--- src/rtl/bcd_addsub.sv ---
module bcd_addsub #(
  parameter int DIGITS = 4
) (
  input  logic [4*DIGITS-1:0] a,
  input  logic [4*DIGITS-1:0] b,
  input  logic                sub,
  input  logic                cin,
  output logic [4*DIGITS-1:0] result,
  output logic                cout
);
  localparam int W = 4 * DIGITS;

  logic       chain;
  logic [3:0] bmod;
  logic [4:0] dsum;

  function automatic logic is_bcd(input logic [W-1:0] v);
    for (int k = 0; k < DIGITS; k++)
      if (v[4*k +: 4] > 4'd9) return 1'b0;
    return 1'b1;
  endfunction

  always_comb begin
    chain  = sub ? 1'b1 : cin;
    result = '0;
    bmod   = '0;
    dsum   = '0;
    for (int i = 0; i < DIGITS; i++) begin
      bmod  = sub ? ~b[4*i +: 4] : b[4*i +: 4] + 4'd6;
      dsum  = {1'b0, a[4*i +: 4]} + {1'b0, bmod} + {4'b0, chain};
      chain = dsum[4];
      result[4*i +: 4] = chain ? dsum[3:0] : dsum[3:0] - 4'd6;
    end
    cout = chain;

    if (is_bcd(a) && is_bcd(b)) begin

      digit_range_chk: assert (is_bcd(result));

      if (sub) begin
        no_borrow_chk: assert (cout == (a >= b));
      end

      if (!sub && !cout) begin
        add_grow_chk: assert (result >= a);
      end
    end

    if (sub && a == b && is_bcd(a)) begin
      self_sub_chk: assert (result == '0 && cout);
    end

    if (!sub && a == '0 && b == '0) begin
      cin_only_chk: assert (result == W'(cin) && !cout);
    end
  end
endmodule

--- config.mk ---
export PLATFORM = sky130hd
export DESIGN_NAME = bcd_addsub
export DESIGN_NICKNAME = d
export VERILOG_FILES = /design/src/rtl/bcd_addsub.sv
export SDC_FILE = /design/constraint.sdc
export NUM_CORES = 1
export LEC_CHECK = 0
export ABC_AREA = 0
export BUFFER_PORTS_ARGS = -buffer_cell sky130_fd_sc_hd__buf_2
export CAP_MARGIN = 20
export CORE_UTILIZATION = 50
export DETAILED_ROUTE_END_ITERATION = 10
export GPL_ROUTABILITY_DRIVEN = 0
export PLACE_DENSITY_LB_ADDON = 0.2
export SYNTH_ARGS = -nofsm -noshare
export SYNTH_HDL_FRONTEND = slang
export SYNTH_SLANG_ARGS = --single-unit
--- constraint.sdc ---
create_clock -name vclk -period 13.9
set_input_delay 2.78 -clock vclk [all_inputs]
set_output_delay 2.78 -clock vclk [all_outputs]
set_load 0.005 [all_outputs]
==> run summary <==
clock buffers -> 0
synthesized instance count -> 104
CTS Hold Bufs -> 0
largest net degree at the start of global routing -> 14
list of most frequent post-synthesis cells -> inv_1 (21), ha_1 (20), fa_1 (8), xnor2_1 (8), xor2_1 (8)
Global Route Usage Sum -> 0.181
Core Area -> 1800 µm²
WL final -> 1860 µm
Synth area leader -> ha_1
FP Rows -> 15
RSZ-0062 raised after global routing -> false
pwr dens -> 72.3 nW/µm²
vias in the first global route -> 738
peak supply drop -> 0.0446 mV
crit path from -> sub
sequential fraction of the synthesis area -> 0
initial antenna violation count -> 0
M1 WL -> 808 µm
Hold Crit Start -> a[15]
Remaining Overflow, GRT -> 0
relative slew slack -> 0.777
drt wl/cell -> 10.4 µm
Finished Cell Area -> 1290 µm²
Die ar. -> 2200 µm²
Remaining DRCs -> 0
synth top area cells -> ha_1 (25%), fa_1 (16%), xnor3_1 (8.9%), inv_1 (7.8%), xnor2_1 (7.0%)
I/O pins -> 51
final net count -> 218
Mapped Nets -> 166
Initial Utilization -> 0.559
setup bufs post-CTS -> 0
endpoint class of the critical path -> primary output
yosys warns -> 0
Final ANT Viol Nets -> 0
Slew Viols, Final -> 0
CP Max Fanout -> 13
Setup TNS -> 0 ns
total placed instance area -> 1290 µm²
number of diodes -> 0
type of origin of the critical path -> input pin
flip-flop and latch count -> 0
cts repair resizes -> 0
met3 WL -> 73 µm
routed wl met2 -> 975 µm
final setup fails -> 0
crit path DAT -> 8.36 ns
status -> complete, no violations
post-synth top area share -> 0.248
layout cells sized above 1 -> 0.370
dpl hpwl -> 1740 µm
critical path class -> input pin to primary output
IO buf count -> 51
DR vias -> 867
leakage -> 0.784 nW
crit path time final -> 11.14 ns
first-pass GRT wire length -> 2950 µm
period utilisation layout -> 0.801
Vias/cell -> 4.84
TritonRoute pass-1 iters -> 2
MaxCap Viol Count -> 0
chip width -> 46.9 µm
DIE HEIGHT -> 46.9 µm
Fmax achieved -> 89.8 MHz
# fillers -> 153
Iteration-0 DRC Markers -> 2
Hold Fails Final Rpt -> 0
slew at the pin closest to its max-slew limit -> 0.335 ns
Place WS -> 2.69 ns
Area growth syn-to-layout -> 28.0%
Worst Slack Setup Final -> 2.76 ns
Cell Area, Synth -> 1010 µm²
post-synth cell types -> 17
Register Area -> 0 µm²
top-count cell post-synth -> inv_1
mean post-synth cell area -> 9.68 µm²
Hold Crit Class -> input pin to primary output
Critical Path RT -> 11.12 ns
top layer in use -> met3
placed cells by master (no fill, tap or decap):
cell,netlist,final
inv_1,21,21
mux2i_1,4,4
a21oi_2,4,4
a31oi_1,4,4
xor2_1,8,8
xnor2_1,8,8
fa_1,8,8
a21o_1,7,7
a211oi_1,4,4
buf_2,1,51
ha_1,20,20
xnor3_1,4,4
mux2_1,4,4
a21o_2,1,1
bufinv_8,1,1
nor2_1,1,1
nor2b_1,4,4
cell type report:
class,instances,area (µm²),area share
Multi-Input combinational cell,81,906,0.703
Timing Repair Buffer,51,255,0.198
Inverter,22,96.3,0.0748
Tap cell,25,31.3,0.0243
where the power goes:
group / switching, mW / total [mW] / leakage (nW) / internal (mW)
combinational: 0.0415 / 0.0932 / 0.784 / 0.0517
sequential: 0 / 0 / 0 / 0
clock: 0 / 0 / 0 / 0
total: 0.0415 / 0.0932 / 0.784 / 0.0517
critical path, cell delays in order:
cell,delay (ns)
buf_2,0.29
xnor2_1,0.19
fa_1,0.20
bufinv_8,0.17
fa_1,0.39
a21o_2,0.22
a21oi_2,0.23
fa_1,0.21
inv_1,0.06
fa_1,0.40
a21o_1,0.20
a21oi_2,0.22
fa_1,0.20
inv_1,0.06
fa_1,0.39
a21o_1,0.22
a21oi_2,0.23
fa_1,0.20
inv_1,0.06
fa_1,0.40
xor2_1,0.19
ha_1,0.20
a211oi_1,0.25
xnor3_1,0.25
buf_2,0.13
worst paths after layout:
kind,end,slack [ns],depth (start not counted)
setup / recovery,result[15],2.76,25
hold / removal,cout,6.01,5
cells by family (layout without fill, tap and decap cells):
| kind of cell | Yosys count | after routing | share of synthesized area |
|---|---|---|---|
| XOR/XNOR | 20 | 20 | 0.229 |
| multiplexers | 8 | 8 | 0.0845 |
| adder cells (fa/ha/maj) | 28 | 28 | 0.407 |
| AO/OA/AOI/OAI | 20 | 20 | 0.150 |
| AND/OR/NAND/NOR | 5 | 5 | 0.0286 |
| buffers and inverters | 23 | 73 | 0.101 |
per-layer routing:
layer	vias up	track usage
met5	-	0
li1	452	-
met2	29	0.361
met4	0	0
met1	386	0.229
met3	0	0
stage by stage:
| stage | cells | hold WS (ns) | utilization | power (mW) |
|---|---|---|---|---|
| finish | 179 | 6.01 | 0.715 | 0.0932 |
| CTS | 179 | 6.02 | 0.715 | 0.0949 |
| detailed placement | 179 | 6.01 | 0.715 | 0.0942 |
| global placement | 179 | 6.02 | 0.715 | 0.0907 |
| global route | 179 | 6.05 | 0.715 | 0.106 |
| floorplan | 104 | 5.81 | - | 0.0608 |
Power figures use the tool's default switching activity.
